===== src/rtl/spi_runstop_pkg.sv =====
package spi_runstop_pkg;

  typedef enum logic {
    ST_STOPPED = 1'b0,
    ST_RUNNING = 1'b1
  } runState_t;

  // strobes from control to datapath
  typedef struct packed {
    logic runEn;    // state is RUNNING
    logic stopReq;  // some stop source is active this cycle
  } ctlStrobe_t;

endpackage


===== src/rtl/spi_runstop_fsm.sv =====
module spi_runstop_fsm
  import spi_runstop_pkg::*;
(
  input  logic       clk,
  input  logic       rstN,
  input  logic       eoqFlag,
  input  logic       haltBit,
  input  logic       freezeEn,
  input  logic       dbgReq,
  input  logic       frameDone,
  input  logic       inFrame,
  output ctlStrobe_t ctl
);

  runState_t state, stateNext;
  logic      stopCond;
  logic      frameBoundary;

  // freeze acts only when both debug request and enable are set
  assign stopCond      = eoqFlag | haltBit | (dbgReq & freezeEn);
  assign frameBoundary = ~inFrame | frameDone;

  always_comb begin
    stateNext = state;
    unique case (state)
      ST_STOPPED: if (!stopCond) stateNext = ST_RUNNING;
      ST_RUNNING: if (stopCond && frameBoundary) stateNext = ST_STOPPED;
      default:    stateNext = ST_STOPPED;
    endcase
  end

  always_ff @(posedge clk) begin
    if (!rstN) state <= ST_STOPPED;
    else       state <= stateNext;
  end

  assign ctl.runEn   = (state == ST_RUNNING);
  assign ctl.stopReq = stopCond;

endmodule


===== src/rtl/spi_runstop_dp.sv =====
module spi_runstop_dp
  import spi_runstop_pkg::*;
(
  input  logic       clk,
  input  logic       rstN,
  input  ctlStrobe_t ctl,
  input  logic       frameDone,
  input  logic       masterReq,
  input  logic       slaveSel,
  output logic       inFrame,
  output logic       frameGrant,
  output logic       slaveRespEn
);

  logic slaveSelQ;
  logic slaveRise;
  logic canStart;
  logic slaveAccept;

  assign canStart    = ctl.runEn & ~ctl.stopReq & ~inFrame;
  assign frameGrant  = canStart & masterReq;
  assign slaveRise   = slaveSel & ~slaveSelQ;
  assign slaveAccept = canStart & slaveRise & ~frameGrant;
  assign slaveRespEn = ctl.runEn & slaveSel;

  always_ff @(posedge clk) begin
    if (!rstN) begin
      inFrame   <= 1'b0;
      slaveSelQ <= 1'b0;
    end else begin
      slaveSelQ <= slaveSel;
      if (frameGrant || slaveAccept) inFrame <= 1'b1;
      else if (frameDone)            inFrame <= 1'b0;
    end
  end

endmodule


===== src/rtl/spi_runstop_ctrl.sv =====
module spi_runstop_ctrl
  import spi_runstop_pkg::*;
(
  input  logic clk,
  input  logic rstN,
  input  logic eoqFlag,
  input  logic haltBit,
  input  logic freezeEn,
  input  logic dbgReq,
  input  logic frameDone,
  input  logic masterReq,
  input  logic slaveSel,
  output logic running,
  output logic frameGrant,
  output logic slaveRespEn,
  output logic cfgSafe
);

  ctlStrobe_t ctl;
  logic       inFrame;

  spi_runstop_fsm u_fsm (
    .clk       (clk),
    .rstN      (rstN),
    .eoqFlag   (eoqFlag),
    .haltBit   (haltBit),
    .freezeEn  (freezeEn),
    .dbgReq    (dbgReq),
    .frameDone (frameDone),
    .inFrame   (inFrame),
    .ctl       (ctl)
  );

  spi_runstop_dp u_dp (
    .clk         (clk),
    .rstN        (rstN),
    .ctl         (ctl),
    .frameDone   (frameDone),
    .masterReq   (masterReq),
    .slaveSel    (slaveSel),
    .inFrame     (inFrame),
    .frameGrant  (frameGrant),
    .slaveRespEn (slaveRespEn)
  );

  assign running = ctl.runEn;
  assign cfgSafe = ~ctl.runEn;

endmodule


===== config.mk =====
export PLATFORM = sky130hd
export DESIGN_NAME = spi_runstop_ctrl
export DESIGN_NICKNAME = d
export VERILOG_FILES = /design/src/rtl/spi_runstop_pkg.sv /design/src/rtl/spi_runstop_fsm.sv /design/src/rtl/spi_runstop_dp.sv /design/src/rtl/spi_runstop_ctrl.sv
export SDC_FILE = /design/constraint.sdc
export NUM_CORES = 1
export LEC_CHECK = 0
export BUFFER_PORTS_ARGS = -buffer_cell sky130_fd_sc_hd__buf_2
export CAP_MARGIN = 10
export CORE_AREA = 2 2 39 41
export DETAILED_ROUTE_END_ITERATION = 6
export DIE_AREA = 0 0 41 43
export PLACE_DENSITY = 0.43
export SLEW_MARGIN = 10
export SYNTH_ARGS = -nofsm -noshare
export SYNTH_HDL_FRONTEND = slang
export SYNTH_HIERARCHICAL = 1
export SYNTH_SLANG_ARGS = --single-unit

===== constraint.sdc =====
create_clock -name clk -period 3.6 [get_ports clk]
set_clock_uncertainty 0.15 [all_clocks]
set_input_delay 0 -clock clk [delete_from_list [all_inputs] [get_ports clk]]
set_output_delay 0 -clock clk [all_outputs]
set_load 0.005 [all_outputs]

==> flow_summary.yaml, run 1 <==
run_status:
  status: "completed"
layout:
  ff_latch_area_um2: 60.06
  synthToLayoutAreaGrowth_pct: 85.82
  multiInputGateArea_um2: 93.84
  layout.filler_cells: 155
  nNetsFinal: 48
  antenna_cells_inserted: 0
  layout-drive-gt1-share: 0.4737
setup_path:
  crit-reg2reg-launch: "u_fsm/state"
  timing_worst_setup_path_type: "flop to flop"
  critPathCaptureType: "flop"
  cpMaxStageDelayCell: "dlygate4sd3_1"
  timing.critical_path.slowest_cell_delay_ns: 0.56
  critical_path.max_fanout: 6
  rrSetupSlack_ns: 1.83
  worst_setup_path_start_kind: "flop"
  worst_ep_required_time_ns: 3.62
  critical_register_to_register_path_endpoint: "u_dp/inFrame"
  cp_data_arrival_time_ns: 1.80
  crit_chain: "or3b_1 > a221oi_2 > dlygate4sd3_1"
  timing.reg2reg.worst_path_depth: 3
clocking:
  root_buffer: "clkbuf_4"
  clk_pin_slew_ns: 0.04
  cells_resized_by_post_cts_repair: 0
  clock_sinks: 3
  cts.hold.buffers_added: 6
  numCtsBuffers: 3
  clk_latency_ns: 0.23
  tritoncts: "done"
  post_cts_setup_buffer_count: 0
  cts_buffer_depth: 2
  ctsHtreeMaxLevel: 1
placement:
  buffer_ports.inserted: 12
  dp_slack_ns: 2.326
  gpl.final_weighted_congestion: 0.6676
sta:
  finalSetupViolCount: 0
  whs_ns: 0.2439
  hold_viol_final: 0
  final.min_clock_period_ns: 1.774
  f_max_ghz: 0.5637
  layout_setup_ws_ns: 1.826
  drv_slew: 0
  totalNegativeSetupSlack_ns: 0
  worstMarginPinSlew_ns: 0.1742
  final.period_utilization: 0.4927
  rsz0062_at_grt: "false"
  max_slew_margin: 0.8839
grt:
  number_of_antenna_violations_at_the_first_check_in_global_routing: 0
  vias_in_the_first_global_route: 179
  globalRouteOverflowTotal: 0
  grt_start_max_net_pins: 7
  first_pass_grt_wire_length_um: 655
  global_route.usage.total: 0.06419
drt:
  detailedRoute.firstPassIterationCount: 4
  dr_iter_0_viols: 2
  drt_drc_violations_left: 0
  route.vias.total: 193
  avgRoutedWirePerCell_um: 7.444
  antenna_left: 0
  avgViaCountPerCell: 3.574
  routed_wl_um: 402
logic_synthesis:
  synth.area.top_cells: "dfxtp_1 (34%), a221oi_2 (8.5%), buf_4 (8.5%), and2_1 (7.1%), and4bb_2 (7.1%)"
  syn_nets: 27
  avg_inst_size_synth_um2: 9.801
  synth_unique_cells: 13
  synth_area_um2: 176.4
  synth.yosys.seq_area_share: 0.3404
  yosys_warnings: 6
  synthCells: 18
  yosys.area.top_type: "dfxtp_1"
  ys_seq_elements: 3
  synth_top_area_frac: 0.3404
power:
  power_leakage_uw: 0.0001528
  p_per_area_nw_per_um2: 330.0
  vdd_drop_max_v: 0.00008823
floorplanning:
  die_width_um: 41
  floorplan.core_area_um2: 1384
  num_rows: 14
  initial_core_util: 0.1275
  die_area_um2: 1763
  ios: 13
  floorplan.die.height_um: 43
worst_hold_path:
  whs_path_depth: 3
  hold_path_startpoint: "masterReq"
  hold-path-endpoint: "frameGrant"
  timing.hold.worst.class: "input pin to primary output"
job:
  maxCapViolations: 0
==> how the worst max path moves through the flow <==
| stage | from | to | slack [ns] | depth (start not counted) |
|---|---|---|---|---|
| finish | u_fsm/state | u_dp/inFrame | 1.83 | 3 |
| floorplan | dbgReq | u_dp/inFrame | 2.37 | 4 |
| detailed placement | dbgReq | u_dp/inFrame | 2.33 | 4 |
| global placement | dbgReq | u_dp/inFrame | 2.32 | 4 |
| global route | u_fsm/state | u_dp/inFrame | 1.76 | 3 |
| CTS | u_fsm/state | u_dp/inFrame | 1.83 | 3 |
==> registers in the layout, summed over array words and instances, names as in the netlist <==
signal,count
u_fsm/state,1
u_dp/slaveSelQ,1
u_dp/inFrame,1
==> synth_stat cells <==
master,number
dfxtp_1,3
and2_1,2
buf_4,2
inv_1,2
a211o_1,1
a21boi_2,1
a221oi_2,1
and4bb_2,1
nand2b_1,1
nand3b_1,1
nor2_1,1
or2b_1,1
or3b_1,1
==> worst max-delay path, delay by kind of cell (launching register included) <==
| kind | cells | cell delay, ns |
|---|---|---|
| buffers and inverters | 1 | 0.56 |
| and+or+nand+nor | 1 | 0.39 |
| DFF | 1 | 0.38 |
| AOI/OAI and AO/OA | 1 | 0.23 |
==> report_power, final <==
group	internal, uW	switching (uW)
Clock	41.5	17.3
Sequential	34.5	0.648
Combinational	9.55	4.62
==> cells in the final DEF, fill, tap and decap left out, types with 2 or more instances in the layout <==
| master | netlist | routed |
|---|---|---|
| dfxtp_1 | 3 | 3 |
| inv_1 | 2 | 2 |
| dlygate4sd3_1 | 0 | 6 |
| and2_1 | 2 | 2 |
| buf_2 | 0 | 12 |
| clkbuf_4 | 0 | 3 |
==> metal layers <==
metal  vias to the layer above  global-route usage  share of wire
li1                        100                   -              -
met1                        81             0.06731           0.48
met2                        12             0.06875           0.39
met3                         0             0.04712           0.13
met4                         0             0.08000              0
met5                         -                   0              0
==> cell type report <==
| class | instances | area share |
|---|---|---|
| Sequential cell | 3 | 0.1832 |
| Clock buffer | 4 | 0.08015 |
| Tap cell | 16 | 0.06107 |
| Timing Repair Buffer | 18 | 0.3664 |
| Multi-Input combinational cell | 11 | 0.2863 |
| Inverter | 2 | 0.02290 |
==> cells by family after synthesis <==
family | Yosys count | synth area share
and+or+nand+nor | 8 | 0.3334
buffers and inverters | 4 | 0.1277
DFF | 3 | 0.3404
AOI/OAI and AO/OA | 3 | 0.1986
==> through the flow <==
step	cells	area, um^2	power (uW)	utilization
after floorplan	18	176.4	40.94	-
after global placement	44	241.5	46.03	0.1745
after detailed placement	44	241.5	46.10	0.1745
after CTS	54	327.8	111.1	0.2369
after global routing	54	327.8	117.2	0.2369
final	54	327.8	108.2	0.2369
(Power assumes the default switching activity.)
==> run 2: changes to the inputs <==
--- a/config.mk
+++ b/config.mk
@@ -5,12 +5,13 @@
 export SDC_FILE = /design/constraint.sdc
 export NUM_CORES = 1
 export LEC_CHECK = 0
+export ABC_AREA = 1
 export BUFFER_PORTS_ARGS = -buffer_cell sky130_fd_sc_hd__buf_2
 export CAP_MARGIN = 10
 export CORE_AREA = 2 2 39 41
 export DETAILED_ROUTE_END_ITERATION = 6
 export DIE_AREA = 0 0 41 43
-export PLACE_DENSITY = 0.43
+export PLACE_DENSITY = 0.44
 export SLEW_MARGIN = 10
 export SYNTH_ARGS = -nofsm -noshare
 export SYNTH_HDL_FRONTEND = slang
==> constraint.sdc (replaced) <==
create_clock -name clk -period 1.5 [get_ports clk]
set_clock_uncertainty 0.15 [all_clocks]
set_input_delay 0 -clock clk [delete_from_list [all_inputs] [get_ports clk]]
set_output_delay 0 -clock clk [all_outputs]
set_load 0.005 [all_outputs]
==> run 2 against run 1 <==
The run now ends with hold timing left. Hold slack worse by 0.25 ns. Combinational power rose to 2.7 times the previous value. Worst setup slack worse by 1.8 ns. Global-route usage up 0.12 points. Total power up 140%. Clock power up 140%. Utilization up 0.90 points. Register-to-register slack worse by 1.7 ns. Critical path depth up 3.
==> flow_summary.yaml, run 2 <==
drt:
  detail_route_met2_wl_um: 216
  antenna_left: 0
  route.vias.total: 210
  routed.top_layer: "met3"
  dr_iter_0_viols: 0
  met3_length_um: 38
  detailedRoute.firstPassIterationCount: 1
  drt_drc_violations_left: 0
  routed_wl_um: 421
  m1WireLength_um: 166
  avgViaCountPerCell: 3.281
  avgRoutedWirePerCell_um: 6.578
setup_path:
  timing_worst_setup_path_type: "input pin to flop"
  worst_setup_path_start_kind: "input pin"
  cp_data_arrival_time_ns: 1.47
  rrSetupSlack_ns: 0.14
  critical_path.max_fanout: 2
  worst_ep_required_time_ns: 1.52
  critPathCaptureType: "flop"
layout:
  utilization: 0.2459
  final_common_cell: "buf_2"
  finish.cell_count_without_fillers: 64
  most-common-layout-cells: "buf_2 (12), inv_1 (8), dlygate4sd3_1 (7)"
  layout.cell_area.non_filler_um2: 340.3
  nNetsFinal: 58
  antenna_cells_inserted: 0
  layout-drive-gt1-share: 0.4167
  synthToLayoutAreaGrowth_pct: 92.91
  layout.filler_cells: 153
  layout_top_registers: "u_dp/inFrame x1, u_dp/slaveSelQ x1, u_fsm/state x1"
clocking:
  clk_latency_ns: 0.23
  root_buffer: "clkbuf_4"
  numCtsBuffers: 3
  clock_sinks: 3
  cts_buffer_depth: 2
  clk_pin_slew_ns: 0.04
  ctsHtreeMaxLevel: 1
  tritoncts: "done"
worst_hold_path:
  timing.hold.worst.class: "input pin to flop"
job:
  maxCapViolations: 0
grt:
  first_pass_grt_wire_length_um: 683
  globalRouteOverflowTotal: 0
  grt_start_max_net_pins: 7
  number_of_antenna_violations_at_the_first_check_in_global_routing: 0
  global_route.usage.total: 0.06539
  vias_in_the_first_global_route: 189
run_status:
  failing_checks: "hold timing"
  status: "finished with violations"
logic_synthesis:
  yosys_warnings: 6
  avg_inst_size_synth_um2: 6.534
  most_frequent_cell_after_synthesis: "inv_1"
  syn_nets: 36
  synth_edf_count: 0
  synth.cells.most_frequent: "inv_1 (8), nand2_1 (6), dfxtp_1 (3), buf_4 (2), nand4_1 (2)"
  ys_seq_elements: 3
  synth.yosys.seq_area_share: 0.3404
  synth.area.top_cells: "dfxtp_1 (34%), inv_1 (17%), nand2_1 (13%), buf_4 (8.5%), nand4_1 (7.1%)"
  asyncSetResetFlopFracSynth: 0
  yosys_most_used_dff: "dfxtp_1"
  synth_top_area_frac: 0.3404
  yosys.area.top_type: "dfxtp_1"
  synth_area_um2: 176.4
  synthCells: 27
  synth_unique_cells: 11
placement:
  buffer_ports.inserted: 12
  dp_cells: 53
  dp_slack_ns: 0.5703
  gpl.final_weighted_congestion: 0.5433
  placedInstanceArea_um2: 241.5
floorplanning:
  num_rows: 14
  initial_core_util: 0.1275
  die_width_um: 41
  ios: 13
  floorplan.core_area_um2: 1384
  floorplan.die.height_um: 43
  die_area_um2: 1763
power:
  power_leakage_uw: 0.0001998
  p_per_area_nw_per_um2: 778.1
  vdd_drop_max_v: 0.0001985
sta:
  max_slew_margin: 0.9320
  worstMarginPinSlew_ns: 0.1017
  layout_setup_ws_ns: 0.04487
  drv_slew: 0
  hold_viol_final: 1
  whs_ns: -0.002875
  final.min_clock_period_ns: 1.455
  final.period_utilization: 0.9701
  f_max_ghz: 0.6872
  finalSetupViolCount: 0
-- run 2: cell count changes after synthesis, moves of 2 or more --
cell / delta
and2_1: -2
nand2_1: +6
nand4_1: +2
inv_1: +6
-- run 2: critical path: stages --
cell           delay (ns)
buf_2                0.10
nor2_2               0.10
nand2_2              0.05
dlygate4sd3_1        0.56
a21oi_2              0.11
dlygate4sd3_1        0.55
-- run 2: cell families (layout without fill, tap and decap cells) --
kind of cell    Yosys count  count (layout)  synth area share
simple gates             13              13            0.3546
compound gates            1               1           0.04965
buf+inv                  10              31            0.2553
flops                     3               3            0.3404
-- run 2: final timing paths --
check / start / end / cells after the start
min reg2reg: u_dp/slaveSelQ / u_dp/inFrame / 3
min: masterReq / u_dp/inFrame / 5
max reg2reg: u_fsm/state / u_fsm/state / 3
max: haltBit / u_fsm/state / 6
-- run 2: timing repair --
item,4_1_cts,5_1_grt
setup endpoints to repair,0,1
setup buffers,0,0
hold endpoints to repair,3,1
hold buffers,7,1
gates resized for setup,0,2
-- run 2: through the flow --
stage / hold WS [ns] / total power [uW] / TNS, ns
final: -0.002875 / 264.8 / 0
after global routing: 0.02053 / 289.6 / -0.0001581
after floorplan: -0.07795 / 98.51 / 0
after CTS: 0.1966 / 272.9 / 0
after detailed placement: 0.07629 / 110.9 / 0
after global placement: 0.07347 / 111.2 / 0
-- run 2: where the power goes --
part	internal (uW)	switching, uW	leakage (uW)	total, uW
Combinational	24.4	13.7	0.000159	38.1
Clock	99.7	42.0	0.0000150	142
Sequential	83.2	1.81	0.0000255	85.0
-- run 2: area by class of cell --
type | instances | area (um^2) | share of cell area
Clock buffer | 4 | 26.28 | 0.07721
Inverter | 8 | 30.03 | 0.08824
Tap cell | 16 | 20.02 | 0.05882
Multi-Input combinational cell | 14 | 71.32 | 0.2096
Sequential cell | 3 | 62.56 | 0.1838
Timing Repair Buffer | 19 | 130.1 | 0.3824
-- run 2: per-layer routing --
| metal | track usage | vias to the layer above |
|---|---|---|
| met1 | 0.05178 | 85 |
| met2 | 0.08750 | 5 |
| met4 | 0.08000 | 0 |
| li1 | - | 120 |
| met5 | 0 | - |
| met3 | 0.04712 | 0 |
==> run 3: changes to the inputs <==
--- a/config.mk
+++ b/config.mk
@@ -8,9 +8,9 @@
 export ABC_AREA = 1
 export BUFFER_PORTS_ARGS = -buffer_cell sky130_fd_sc_hd__buf_2
 export CAP_MARGIN = 10
-export CORE_AREA = 2 2 39 41
+export CORE_AREA = 3 3 40 42
 export DETAILED_ROUTE_END_ITERATION = 6
-export DIE_AREA = 0 0 41 43
+export DIE_AREA = 0 0 43 45
 export PLACE_DENSITY = 0.44
 export SLEW_MARGIN = 10
 export SYNTH_ARGS = -nofsm -noshare
==> run 3 against run 2 <==
The run now ends clean. Final cell count decreased by 6.3%. Sequential power about the same. Routed wire length increased by 7.8%. Critical path depth decreased by 1. Global-route usage decreased by 0.38 points. Critical endpoint is now u_dp/slaveSelQ.
==> flow_summary.yaml, run 3 (synthesis gave the netlist of run 2 again) <==
job:
  maxCapViolations: 0
clocking:
  ctsHtreeMaxLevel: 1
  cts_buffer_depth: 2
  tritoncts: "done"
  numCtsBuffers: 3
  post_cts_setup_buffer_count: 0
  root_buffer: "clkbuf_4"
  clock_sinks: 3
  clk_pin_slew_ns: 0.04
  clk_latency_ns: 0.23
floorplanning:
  ios: 13
  initial_core_util: 0.1373
  die_width_um: 43
  num_rows: 13
  die_area_um2: 1935
  floorplan.core_area_um2: 1285
  floorplan.die.height_um: 45
power:
  swShare: 0.2112
  power_leakage_uw: 0.0001822
  pwr-share-comb: 0.131
  share_clk_of_total_power: 0.539
  p_int_uw: 203.4
  p_per_area_nw_per_um2: 824.4
  vdd_drop_max_v: 0.0001923
  power.share.sequential: 0.330
  p_switching_uw: 54.47
grt:
  globalRouteOverflowTotal: 0
  number_of_antenna_violations_at_the_first_check_in_global_routing: 0
  vias_in_the_first_global_route: 211
  first_pass_grt_wire_length_um: 814
  grt_start_max_net_pins: 7
  global_route.usage.total: 0.06156
placement:
  buffer_ports.inserted: 12
  gpl.final_weighted_congestion: 0.7550
  detailedPlacementHpwl_um: 321.6
setup_path:
  timing.critical_path.mode_cell: "dlygate4sd3_1"
  crit_chain: "dlygate4sd3_1 > buf_2 > nand2_1 > dlygate4sd3_1 > inv_1"
  critical_path.max_fanout: 2
  path_delay_family: "buffers and inverters"
  critPathBufInv: 4
  cp_data_arrival_time_ns: 1.32
  worst_setup_path_start_kind: "input pin"
  timing_worst_setup_path_type: "input pin to flop"
  cpMaxStageDelayCell: "dlygate4sd3_1"
  critPathCaptureType: "flop"
  worst_ep_required_time_ns: 1.48
  rrSetupSlack_ns: 0.54
  timing.critical_path.slowest_cell_delay_ns: 0.55
run_status:
  status: "completed"
sta:
  drv_slew: 0
  rsz0062_at_grt: "false"
  final.period_utilization: 0.8993
  final.min_clock_period_ns: 1.349
  finalSetupViolCount: 0
  f_max_ghz: 0.7413
  hold_viol_final: 0
  worstMarginPinSlew_ns: 0.1215
  totalNegativeSetupSlack_ns: 0
  max_slew_margin: 0.9187
drt:
  antenna_left: 0
  detailedRoute.firstPassIterationCount: 2
  route.vias.total: 200
  avgViaCountPerCell: 3.333
  avgRoutedWirePerCell_um: 7.567
  routed_wl_um: 454
  dr_iter_0_viols: 1
  drt_drc_violations_left: 0
layout:
  most-common-layout-cells: "buf_2 (11), inv_1 (8), nand2_1 (6)"
  utilization: 0.2434
  layout-drive-gt1-share: 0.4000
  nNetsFinal: 55
  layout_top_registers: "u_dp/inFrame x1, u_dp/slaveSelQ x1, u_fsm/state x1"
  antenna_cells_inserted: 0
  synthToLayoutAreaGrowth_pct: 77.31
  final_common_cell: "buf_2"
worst_hold_path:
  timing.hold.worst.class: "input pin to flop"
==> run 3: cell count changes in the layout (fill, tap and decap cells not counted), sizes merged <==
cell	before	now
buf	12	11
dlygate4sd3	7	5
==> run 3: path summary, 6_finish.rpt <==
check / startpoint / endpoint / cells after the start
hold / removal: eoqFlag / u_dp/inFrame / 6
hold reg to reg: u_dp/inFrame / u_fsm/state / 2
setup / recovery: slaveSel / u_dp/slaveSelQ / 5
setup reg to reg: u_dp/inFrame / u_dp/inFrame / 5
==> run 3: worst register-to-register path: cells and delay by family (launching register included) <==
kind                   cells  cell delay (ns)
and+or+nand+nor            4             0.39
DFF                        1             0.31
buffers and inverters      1             0.06
==> run 3: cell type report <==
type | instances | area, um^2
fill | 151 | 972.2
timing repair buffer | 16 | 105.1
multi-input combinational | 14 | 71.32
sequential | 3 | 61.31
inverter | 8 | 30.03
clock buffer | 4 | 26.28
tap | 15 | 18.77
==> run 3: per-stage QoR <==
step	total power (uW)	setup WS (ns)	area (um^2)	instances	hold slack (ns)
6_report	257.9	0.1510	312.8	60	0.02991
3_3_place_gp	111.3	0.5687	240.2	52	0.07460
4_1_cts	268.6	0.02656	326.6	62	0.1911
3_5_place_dp	110.8	0.5672	240.2	52	0.07498
5_1_grt	279.3	0.1109	312.8	60	0.06895
2_1_floorplan	98.51	0.5825	176.4	27	-0.07795
==> run 3: power by group through the flow <==
| stage | Combinational [uW] | Sequential (uW) | Clock [uW] |
|---|---|---|---|
| final | 33.8 | 85.1 | 139 |
| after detailed placement | 24.7 | 86.1 | 0 |
| after CTS | 34.7 | 84.8 | 149 |
| after floorplan | 13.6 | 84.9 | 0 |
| after global routing | 38.5 | 85.4 | 155 |
| after global placement | 25.3 | 86.0 | 0 |
==> run 3: what timing repair did <==
| action | CTS | global route |
|---|---|---|
| gates resized for setup | 0 | 1 |
| endpoints found under the hold margin | 3 | 1 |
| hold buffers | 6 | 1 |
| setup endpoints to repair | 0 | 2 |
==> run 3: per-layer routing <==
layer | GRT usage | up-vias | part of all wire
li1 | - | 113 | -
met1 | 0.06250 | 82 | 0.37
met2 | 0.08683 | 5 | 0.52
met3 | 0.03984 | 0 | 0.10
met4 | 0.05422 | 0 | 0
met5 | 0 | - | 0
